<file path="config.mk">
export PLATFORM = sky130hd
export DESIGN_NAME = wdog_feedlock
export DESIGN_NICKNAME = d
export VERILOG_FILES = /design/src/rtl/wdog_pkg.sv /design/src/rtl/wdog_prescale.sv /design/src/rtl/wdog_kick_seq.sv /design/src/rtl/wdog_downcount.sv /design/src/rtl/wdog_feedlock.sv
export SDC_FILE = /design/constraint.sdc
export NUM_CORES = 1
export LEC_CHECK = 0
export BUFFER_PORTS_ARGS = -buffer_cell sky130_fd_sc_hd__buf_2
export CORE_ASPECT_RATIO = 1.5
export CORE_MARGIN = 5
export CORE_UTILIZATION = 30
export DETAILED_ROUTE_END_ITERATION = 8
export GPL_ROUTABILITY_DRIVEN = 0
export HOLD_SLACK_MARGIN = 0.15
export PLACE_DENSITY = 0.54
export RECOVER_POWER = 100
export SLEW_MARGIN = 20
export SYNTH_ARGS = -nofsm -noshare
export SYNTH_HDL_FRONTEND = slang
export SYNTH_SLANG_ARGS = --single-unit
export TNS_END_PERCENT = 20
</file>
<file path="constraint.sdc">
create_clock -name clk -period 2.6 [get_ports clk]
set_input_delay 0.26 -clock clk [delete_from_list [all_inputs] [get_ports clk]]
set_output_delay 0.26 -clock clk [all_outputs]
set_load 0.02 [all_outputs]
</file>
<file path="src/rtl/wdog_pkg.sv">
package wdog_pkg;
  localparam int unsigned BUS_W  = 32;
  localparam int unsigned ADDR_W = 2;

  typedef enum logic [ADDR_W-1:0] {
    REG_MODE   = 2'd0,
    REG_RELOAD = 2'd1,
    REG_KICK   = 2'd2,
    REG_LIVE   = 2'd3
  } reg_sel_e;

  localparam int unsigned MODE_EN_BIT  = 0;
  localparam int unsigned MODE_RST_BIT = 1;

  localparam logic [7:0] KICK_OPEN  = 8'hAA;
  localparam logic [7:0] KICK_CLOSE = 8'h55;

  function automatic logic is_open_byte(input logic [7:0] b);
    return b == KICK_OPEN;
  endfunction

  function automatic logic is_close_byte(input logic [7:0] b);
    return b == KICK_CLOSE;
  endfunction
endpackage

</file>
<file path="src/rtl/wdog_prescale.sv">
module wdog_prescale #(
  parameter int unsigned DIV = 4
) (
  input  logic clk,
  input  logic rst_n,
  input  logic restart,
  output logic tick
);
  generate
    if (DIV <= 1) begin : g_pass
      assign tick = 1'b1;
    end else begin : g_div
      localparam int unsigned PW = $clog2(DIV);
      localparam logic [PW-1:0] LAST = PW'(DIV - 1);
      logic [PW-1:0] phase_q;

      always_ff @(posedge clk or negedge rst_n) begin
        if (!rst_n)              phase_q <= '0;
        else if (restart)        phase_q <= '0;
        else if (phase_q == LAST) phase_q <= '0;
        else                     phase_q <= phase_q + 1'b1;
      end

      assign tick = (phase_q == LAST);
    end
  endgenerate
endmodule

</file>
<file path="src/rtl/wdog_kick_seq.sv">
module wdog_kick_seq
  import wdog_pkg::*;
(
  input  logic              clk,
  input  logic              rst_n,
  input  logic              wr_en,
  input  logic              rd_en,
  input  logic [ADDR_W-1:0] addr,
  input  logic [7:0]        wbyte,
  output logic              kick_ok,
  output logic              kick_bad,
  output logic              pending
);
  logic pend_q;
  logic hit_kick;
  logic other_access;

  always_comb begin
    hit_kick     = wr_en && (addr == REG_KICK);
    other_access = (wr_en || rd_en) && (addr != REG_KICK);
    kick_ok      = pend_q && hit_kick && is_close_byte(wbyte);
    kick_bad     = pend_q && hit_kick && !is_close_byte(wbyte);
  end

  always_ff @(posedge clk or negedge rst_n) begin
    if (!rst_n)            pend_q <= 1'b0;
    else if (hit_kick)     pend_q <= !pend_q && is_open_byte(wbyte);
    else if (other_access) pend_q <= 1'b0;
  end

  assign pending = pend_q;
endmodule

</file>
<file path="src/rtl/wdog_downcount.sv">
module wdog_downcount #(
  parameter int unsigned CW      = 24,
  parameter int unsigned RST_VAL = 255
) (
  input  logic          clk,
  input  logic          rst_n,
  input  logic          tick,
  input  logic          load,
  input  logic          arm,
  input  logic [CW-1:0] load_val,
  output logic [CW-1:0] count,
  output logic          armed,
  output logic          expire
);
  localparam logic [CW-1:0] ONE = CW'(1);

  logic [CW-1:0] cnt_q;
  logic          armed_q;
  logic          step;

  always_comb begin
    step   = armed_q && tick && !load && (cnt_q != '0);
    expire = step && (cnt_q == ONE);
  end

  always_ff @(posedge clk or negedge rst_n) begin
    if (!rst_n) begin
      cnt_q   <= CW'(RST_VAL);
      armed_q <= 1'b0;
    end else begin
      if (load)      cnt_q <= load_val;
      else if (step) cnt_q <= cnt_q - ONE;
      if (arm)       armed_q <= 1'b1;
    end
  end

  assign count = cnt_q;
  assign armed = armed_q;
endmodule

</file>
<file path="src/rtl/wdog_feedlock.sv">
module wdog_feedlock
  import wdog_pkg::*;
#(
  parameter int unsigned CNT_W      = 24,
  parameter int unsigned PRESCALE   = 4,
  parameter int unsigned MIN_RELOAD = 255
) (
  input  logic              clk,
  input  logic              rst_n,
  input  logic              wr_en,
  input  logic              rd_en,
  input  logic [ADDR_W-1:0] addr,
  input  logic [BUS_W-1:0]  wdata,
  output logic [BUS_W-1:0]  rdata,
  output logic              rst_req,
  output logic              timeout_flag
);
  localparam logic [CNT_W-1:0] FLOOR = CNT_W'(MIN_RELOAD);

  function automatic logic [CNT_W-1:0] clamp_reload(input logic [BUS_W-1:0] v);
    logic [CNT_W-1:0] t;
    t = v[CNT_W-1:0];
    return (t < FLOOR) ? FLOOR : t;
  endfunction

  logic             en_q;
  logic             rsten_q;
  logic [CNT_W-1:0] reload_q;
  logic [BUS_W-1:0] rdata_q;
  logic             rst_req_q;
  logic             flag_q;

  logic             tick;
  logic             kick_ok;
  logic             kick_bad;
  logic             kick_pending;
  logic             expire;
  logic             armed;
  logic [CNT_W-1:0] live_cnt;
  logic             bad_hit;
  logic             wr_mode;
  logic             wr_reload;

  assign wr_mode   = wr_en && (addr == REG_MODE);
  assign wr_reload = wr_en && (addr == REG_RELOAD);
  assign bad_hit   = kick_bad && en_q;

  wdog_prescale #(.DIV(PRESCALE)) u_pre (
    .clk     (clk),
    .rst_n   (rst_n),
    .restart (kick_ok),
    .tick    (tick)
  );

  wdog_kick_seq u_seq (
    .clk      (clk),
    .rst_n    (rst_n),
    .wr_en    (wr_en),
    .rd_en    (rd_en),
    .addr     (addr),
    .wbyte    (wdata[7:0]),
    .kick_ok  (kick_ok),
    .kick_bad (kick_bad),
    .pending  (kick_pending)
  );

  wdog_downcount #(.CW(CNT_W), .RST_VAL(MIN_RELOAD)) u_cnt (
    .clk      (clk),
    .rst_n    (rst_n),
    .tick     (tick),
    .load     (kick_ok),
    .arm      (kick_ok && en_q),
    .load_val (reload_q),
    .count    (live_cnt),
    .armed    (armed),
    .expire   (expire)
  );

  always_ff @(posedge clk or negedge rst_n) begin
    if (!rst_n) begin
      en_q     <= 1'b0;
      rsten_q  <= 1'b0;
      reload_q <= FLOOR;
    end else begin
      if (wr_mode) begin
        en_q    <= en_q | wdata[MODE_EN_BIT];
        rsten_q <= wdata[MODE_RST_BIT];
      end
      if (wr_reload) reload_q <= clamp_reload(wdata);
    end
  end

  always_ff @(posedge clk or negedge rst_n) begin
    if (!rst_n) begin
      rdata_q <= '0;
    end else if (rd_en) begin
      unique case (addr)
        REG_MODE:   rdata_q <= BUS_W'({rsten_q, en_q});
        REG_RELOAD: rdata_q <= BUS_W'(reload_q);
        REG_LIVE:   rdata_q <= BUS_W'(live_cnt);
        default:    rdata_q <= '0;
      endcase
    end
  end

  always_ff @(posedge clk or negedge rst_n) begin
    if (!rst_n) begin
      rst_req_q <= 1'b0;
      flag_q    <= 1'b0;
    end else begin
      rst_req_q <= (expire && rsten_q) || bad_hit;
      flag_q    <= flag_q || expire;
    end
  end

  assign rdata        = rdata_q;
  assign rst_req      = rst_req_q;
  assign timeout_flag = flag_q;
endmodule

</file>
==> results of run 1 <==
## area by class of cell
cell class	instances	area [um2]
Clock buffer	11	233
Sequential cell	80	2020
Clock inverter	5	81.3
Timing Repair Buffer	79	405
Multi-Input combinational cell	249	1780
Tap cell	162	203
Inverter	26	97.6
Fill cell	1389	8580
## routing by layer
metal  GRT usage, %  wire [um]  vias to the layer above
li1               -          -                     1553
met1           16.8       4550                     1614
met2           24.5       5670                       79
met3           2.80        410                       14
met4           5.91        210                        0
met5              0          0                        -
## metrics by stage
step | instances | total power [mW] | util (%)
2_1_floorplan | 385 | 1.67 | -
3_3_place_gp | 595 | 1.81 | 34.0
3_5_place_dp | 595 | 1.82 | 34.0
4_1_cts | 612 | 3.18 | 36.4
5_1_grt | 612 | 3.26 | 36.0
6_report | 612 | 3.11 | 36.0
## synthesized netlist by cell type (3+ instances only)
| cell type | instances | area share (%) |
|---|---|---|
| nor4_1 | 12 | 1.9 |
| mux2i_1 | 26 | 6.4 |
| nand2_1 | 29 | 2.7 |
| buf_2 | 3 | 0.37 |
| dfstp_2 | 16 | 10 |
| or3_1 | 6 | 0.93 |
| buf_6 | 3 | 0.83 |
| a211o_1 | 3 | 0.65 |
| a31oi_1 | 8 | 1.2 |
| mux2_2 | 17 | 4.7 |
| and3_1 | 3 | 0.46 |
| o211ai_1 | 4 | 0.74 |
| a32oi_1 | 3 | 0.65 |
| clkbuf_1 | 14 | 1.3 |
| nand3_1 | 12 | 1.5 |
| a21oi_1 | 4 | 0.49 |
| nor2_1 | 9 | 0.83 |
| o22ai_1 | 22 | 3.4 |
| inv_1 | 26 | 2.4 |
| o22a_1 | 8 | 1.7 |
| nor3_1 | 17 | 2.1 |
| ha_1 | 4 | 1.2 |
| o21ai_0 | 5 | 0.62 |
| buf_4 | 8 | 1.5 |
| a221o_1 | 5 | 1.2 |
| dfrtp_1 | 64 | 39 |
| o311ai_0 | 7 | 1.5 |
## layout by cell type (no fill, tap or decap), drive strengths merged, types with 8 or more instances in the layout
| cell | synthesis | layout |
|---|---|---|
| o22a | 8 | 8 |
| clkbuf | 15 | 44 |
| dfstp | 16 | 16 |
| o311ai | 8 | 8 |
| buf | 15 | 45 |
| conb | 1 | 8 |
| o22ai | 22 | 22 |
| nor4 | 12 | 12 |
| nor3 | 17 | 17 |
| dfrtp | 64 | 64 |
| nand3 | 12 | 12 |
| nand2 | 29 | 29 |
| inv | 26 | 26 |
| or3 | 9 | 9 |
| a31oi | 8 | 8 |
| mux2i | 26 | 26 |
| mux2 | 17 | 17 |
| nor2 | 9 | 9 |
## logic make-up (layout without fill, tap and decap cells)
logic type | Yosys count | in the layout | synth area share (%)
mux | 43 | 43 | 11.1
flops | 80 | 80 | 49.9
simple gates | 111 | 111 | 15.4
fa+ha+maj | 4 | 4 | 1.23
buf+inv | 56 | 121 | 6.82
other cells | 1 | 8 | 0.0925
compound gates | 83 | 83 | 15.4
## state kept, by name (all words and copies together), names as in the netlist
name,flops
reload_q,24
rsten_q,1
rst_req,1
u_cnt.count,24
timeout_flag,1
u_seq.pending,1
en_q,1
u_cnt.armed,1
rdata,24
u_pre.g_div.phase_q,2
## power groups by stage
| stage | clock (mW) | sequential [mW] | combinational (mW) |
|---|---|---|---|
| after floorplan | 0 | 1.49 | 0.188 |
| after global placement | 0 | 1.47 | 0.345 |
| after detailed placement | 0 | 1.47 | 0.352 |
| after CTS | 1.37 | 1.45 | 0.355 |
| after global routing | 1.42 | 1.47 | 0.378 |
| final | 1.33 | 1.45 | 0.337 |
## worst min path at each step
stage | startpoint | end | slack [ns] | cells past startpoint
after floorplan | rst_n | en_q | -0.04 | 0
after global placement | rst_n | rdata[2] | 0.26 | 1
after detailed placement | rst_n | rdata[2] | 0.27 | 1
after CTS | wdata[5] | reload_q[5] | 0.16 | 2
after global routing | wdata[3] | reload_q[3] | 0.17 | 2
final | wdata[5] | reload_q[5] | 0.17 | 2
==> summary.md, run 1 <==
| Metric | Value |
|---|---|
| Mean Syn Cell Area | about 11 um2 |
| Status | finished with violations |
| Congestion Overflow GR | 0 |
| Die W | 105 um |
| Fin crit share | between 90% and 100% |
| Sw Share | 24.5% |
| Root Driver | clkbuf_16 |
| Sequential element share of the synthesized area | roughly 50% |
| YS warnings | 0 |
| Sequential share of power | between 40% and 50% |
| Violated checks | max-capacitance violations, max-slew violations |
| Crit path to | u_cnt.count[15] |
| Aggregate negative setup slack | 0 ns |
| Fmax | between 400 and 500 MHz |
| Final worst-path setup slack | approximately 0.12 ns |
| CP Buf/Inv Count | 0 |
| Slowest-stage cell, CP | or4_1 |
| Synth Instances | 378 |
| Yosys reg bits | 80 |
| Final Hold Fails | 0 |
| Vias per cell | 5.33 |
| Comb pwr share | 10.8% |
| Largest net degree at the start of global routing | 41 |
| DRT antenna net count | 0 |
| GRT Util Overall | 14.1% |
| Ys async rst share | 100% |
| Vias in the first global route | 3547 |
| Min Tclk post-route | 2.48 ns |
| Hold WC Path Type | primary input to register |
| Setup Crit Path Kind | register to register |
| Initial DRC count | 115 |
| Cts repair resizes | 0 |
| Max-slew violations | 30 |
| WP depth | 5 |
| Sw Pwr | ~0.76 mW |
| Worst r2r src | u_cnt.count[9] |
| CP Cell Sequence | or3_4 -> or4_1 -> or3_4 -> o311a_1 -> a211o_1 |
| WP data arrival | 2.71 ns |
| CTS tree | built |
| Primary FF master, synth | dfrtp_1 |
| Worst-Margin Slew | roughly 2 ns |
| First-pass detailed-route iteration total | 4 |
| FF-to-FF path depth | 5 |
| Post-DP HPWL | between 8000 and 9000 um |
| Critical Path RT | 2.82 ns |
| Die Ht | 152 um |
| Unrepaired setup endpoints after global routing | no |
| Setup Viol. Count Final | 0 |
| Int Power | 2.35 mW |
| Worst slack at placement | 0.146 ns |
| PD cells | 646 nW/um2 |
| Critical path's top delay family | simple AND/OR/NAND/NOR gates |
| Synth cell types | 60 |
| Hold slack | around 0.17 ns |
| Initial core utilization | 30.3% |
| Vias | 3260 |
| Buffers on Ports | 55 |
| Max-cap violations | 1 |
| CTS clk-pin slew, worst paths | ~0.060 ns |
| # clock sinks | 80 |
| Core ar. | 13400 um2 |
| Worst rel slew slack | -35.9% |
| Max H-tree Level | 3 |
| CTS Buf Count | 9 |
| Routed len/inst | between 15 and 20 um |
| Max Root-Sink Buffers | 2 |
| Worst setup EP type | register |
| Ant. Diodes | 0 |
| # rows | 52 |
| CP Max Fanout | 7 |
| I/O pin count | 72 |
| Post-synth EDFFs | 0 |
| Initial antenna violation count | 0 |
| Clk Latency, worst-skew pair | roughly 0.34 ns |
| Clock Skew | 0.00547 ns |
| Leakage Power | 2.15 nW |
| Crit-path max cell delay | about 0.54 ns |
| First-pass GRT wire length | ~18000 um |
| R2r endpoint | u_cnt.count[15] |
| IR drop worst, VDD | 333 uV |
| Nets@finish | about 490 |
| CTS Hold Buffers Added | 1 |
| Setup bufs post-CTS | 0 |
| Die Area | 16000 um2 |
| Design Area, Final | 4820 um2 |
| Clock power frac | 42.7% |
| Crit path top cell by count | or3_4 |
| Residual DRC count | 0 |
| Worst R2R Setup Slack | 0.12 ns |
| Startpoint types | register |
| Fraction of layout cells with a size suffix above 1 | 22.9% |
| Area Overhead vs Synth | 18.9% |
| Cell Area, Synth | a little over 4000 um2 |
| Crit path from | u_cnt.count[9] |
| Area post-placement | roughly 4600 um2 |
| Drt total wl | 10800 um |
(Power assumes the default switching activity.)
==> run 2, diff against run 1 <==
--- a/config.mk
+++ b/config.mk
@@ -8,3 +8,3 @@
 export BUFFER_PORTS_ARGS = -buffer_cell sky130_fd_sc_hd__buf_2
-export CORE_ASPECT_RATIO = 1.5
+export CORE_ASPECT_RATIO = 2
 export CORE_MARGIN = 5
==> constraint.sdc (replaced) <==
create_clock -name clk -period 2.6 [get_ports clk]
set_input_delay 0 -clock clk [delete_from_list [all_inputs] [get_ports clk]]
set_output_delay 0 -clock clk [all_outputs]
set_load 0.02 [all_outputs]
==> run 2 against run 1 <==
First-iteration DRC count increased by 100%. Design area increased by 5.9%. Clock power increased by 4%. Via count increased by 4.6%. Power increased by 2.5%. Worst setup slack got worse by 0.024 ns. Clock skew about the same. Sequential share of layout area decreased by 2.3 points. Clock-buffer cell count decreased by 1. The flow still finishes with violations (max-capacitance violations, max-slew violations). Core utilization increased by 2.2 points.
==> summary.md, run 2 (synthesis results as in run 1) <==
| Metric | Value |
|---|---|
| Startpoint types | register |
| Largest net degree at the start of global routing | between 80 and 90 |
| CP Max Fanout | 7 |
| Vias in the first global route | 3496 |
| Max-slew violations | 81 |
| # clock sinks | 80 |
| Final Hold Fails | 0 |
| Ant. Diodes | 0 |
| Int Power | 2.40 mW |
| Leakage Power | 2.27 nW |
| Worst setup EP type | register |
| Cts repair resizes | 0 |
| Clock Skew | 0.00532 ns |
| Hold WC Path Type | primary input to register |
| CTS Buf Count | 9 |
| Max H-tree Level | 3 |
| Crit path top cell by count | or3_4 |
| PD cells | ~630 nW/um2 |
| Placed insts | a little under 600 |
| Fin crit share | 96.4% |
| Vias per cell | 5.38 |
| M2 GR Usage | 27.5% |
| Setup Crit Path Kind | register to register |
| Clk Latency, worst-skew pair | 0.34 ns |
| Max-cap violations | 1 |
| Worst slack at placement | 0.143 ns |
| Fill cells | between 1000 and 1500 |
| Initial antenna violation count | 0 |
| Sw Pwr | 0.797 mW |
| Reg area | 2020 um2 |
| Clock power frac | 43.1% |
| Residual DRC count | 0 |
| # rows | 60 |
| Tot Pwr | 3.19 mW |
| Met3 usage | about 2.2% |
| Status | finished with violations |
| Critical Path RT | 2.81 ns |
| Gr busiest metal | met2 |
| Most frequent cells in the layout | dfrtp_1 (64), clkbuf_1 (34), dlygate4sd3_1 (30) |
| Die W | 92.2 um |
| Congestion Overflow GR | 0 |
| Drt total wl | 11500 um |
| Root Driver | clkbuf_16 |
| Max Root-Sink Buffers | 2 |
| Aggregate negative setup slack | 0 ns |
| First-pass detailed-route iteration total | 4 |
| Worst-Margin Slew | 1.99 ns |
| Fmax | around 400 MHz |
| GRT Util Overall | 14.6% |
| Setup Viol. Count Final | 0 |
| Routed len/inst | roughly 18 um |
| Hold depth | 5 |
| Crit-path max cell delay | about 0.53 ns |
| Comb pwr share | 11.5% |
| DRT antenna net count | 0 |
| CP Cell Sequence | or3_4 -> or4_1 -> or3_4 -> o41ai_1 -> o21ai_0 |
| Worst rel slew slack | -32.4% |
| Final Instance Count excl. Fillers | ~630 |
| Sequential share of power | 45.4% |
| Initial DRC count | ~230 |
| WP data arrival | 2.72 ns |
| I/O pin count | 72 |
| Vias | about 3400 |
| Fraction of layout cells with a size suffix above 1 | 21.3% |
| Multi-input combinational cell area | 1780 um2 |
| FF-to-FF path depth | 5 |
| Final worst-path setup slack | 0.0927 ns |
| Violated checks | max-capacitance violations, max-slew violations |
| CTS clk-pin slew, worst paths | 0.06 ns |
| Core ar. | about 13000 um2 |
| Buffers on Ports | 55 |
| Post-DP HPWL | 8310 um |
| Die Area | 16100 um2 |
| Initial core utilization | 30.3% |
| Min Tclk post-route | between 2 and 3 ns |
| Unrepaired setup endpoints after global routing | no |
| Slowest-stage cell, CP | or4_1 |
| Sw Share | 25.0% |
| Commonest non-fill, non-tap cell in the layout | dfrtp_1 |
| Nets@finish | approximately 520 |
| First-pass GRT wire length | ~18000 um |
| CTS tree | built |
| Setup bufs post-CTS | 0 |
| Die Ht | 174 um |
| Routing usage on met1 | between 10% and 20% |
| Area Overhead vs Synth | 25.9% |
| IR drop worst, VDD | 313 uV |
==> run 2: changes by cell type in the layout (fill, tap and decap cells not counted), moves of 2 or more <==
cell           change
buf_2              -2
clkinv_2           +2
clkbuf_2           -2
clkbuf_1           +2
dlygate4sd3_1     +29
==> run 2: layout make-up <==
type,count,share of cell area [%]
Clock buffer,10,4.68
Tap cell,155,3.80
Timing Repair Buffer,108,13.5
Sequential cell,80,39.6
Clock inverter,6,1.62
Multi-Input combinational cell,249,34.9
Inverter,26,1.91
==> run 2: critical path, delay by kind of cell (launching register included) <==
family	cells	cell delay (ns)
AND/OR/NAND/NOR	3	1.35
AO/OA/AOI/OAI	2	0.57
flip-flops	1	0.44
==> run 2: power groups by stage <==
stage               combinational, mW  clock (mW)  sequential (mW)
floorplan                       0.188           0             1.49
global placement                0.349           0             1.46
detailed placement              0.355           0             1.47
CTS                             0.390        1.40             1.45
global route                    0.407        1.44             1.46
finish                          0.368        1.38             1.45
==> run 2: per-stage QoR <==
step,hold slack (ns),utilization [%],area (um2)
6_report,0.332,38.2,5110
5_1_grt,0.384,38.2,5110
4_1_cts,0.325,38.7,5170
3_5_place_dp,0.246,34.0,4550
3_3_place_gp,0.229,34.0,4550
2_1_floorplan,-0.296,-,4080
==> run 2: layer usage <==
metal | vias to the layer above | part of all wire (%)
met5 | - | 0
met4 | 0 | 3.7
met3 | 29 | 4.1
met2 | 97 | 55
met1 | 1682 | 37
li1 | 1601 | -
==> run 2: path summary, 6_finish.rpt <==
kind	startpoint	to	slack (ns)
min reg2reg	u_cnt.armed	u_cnt.armed	0.46
max	u_cnt.count[9]	u_cnt.count[19]	0.09
min in group asynchronous	rst_n	rdata[19]	0.76
max reg2reg	u_cnt.count[9]	u_cnt.count[19]	0.09
min	addr[1]	rst_req	0.33
max in group asynchronous	rst_n	reload_q[11]	0.66
==> run 2: timing repair <==
| action | CTS | global route |
|---|---|---|
| endpoints found under the hold margin | 93 | 0 |
| hold buffers | 30 | 0 |
| endpoints found under the setup margin | 0 | 0 |
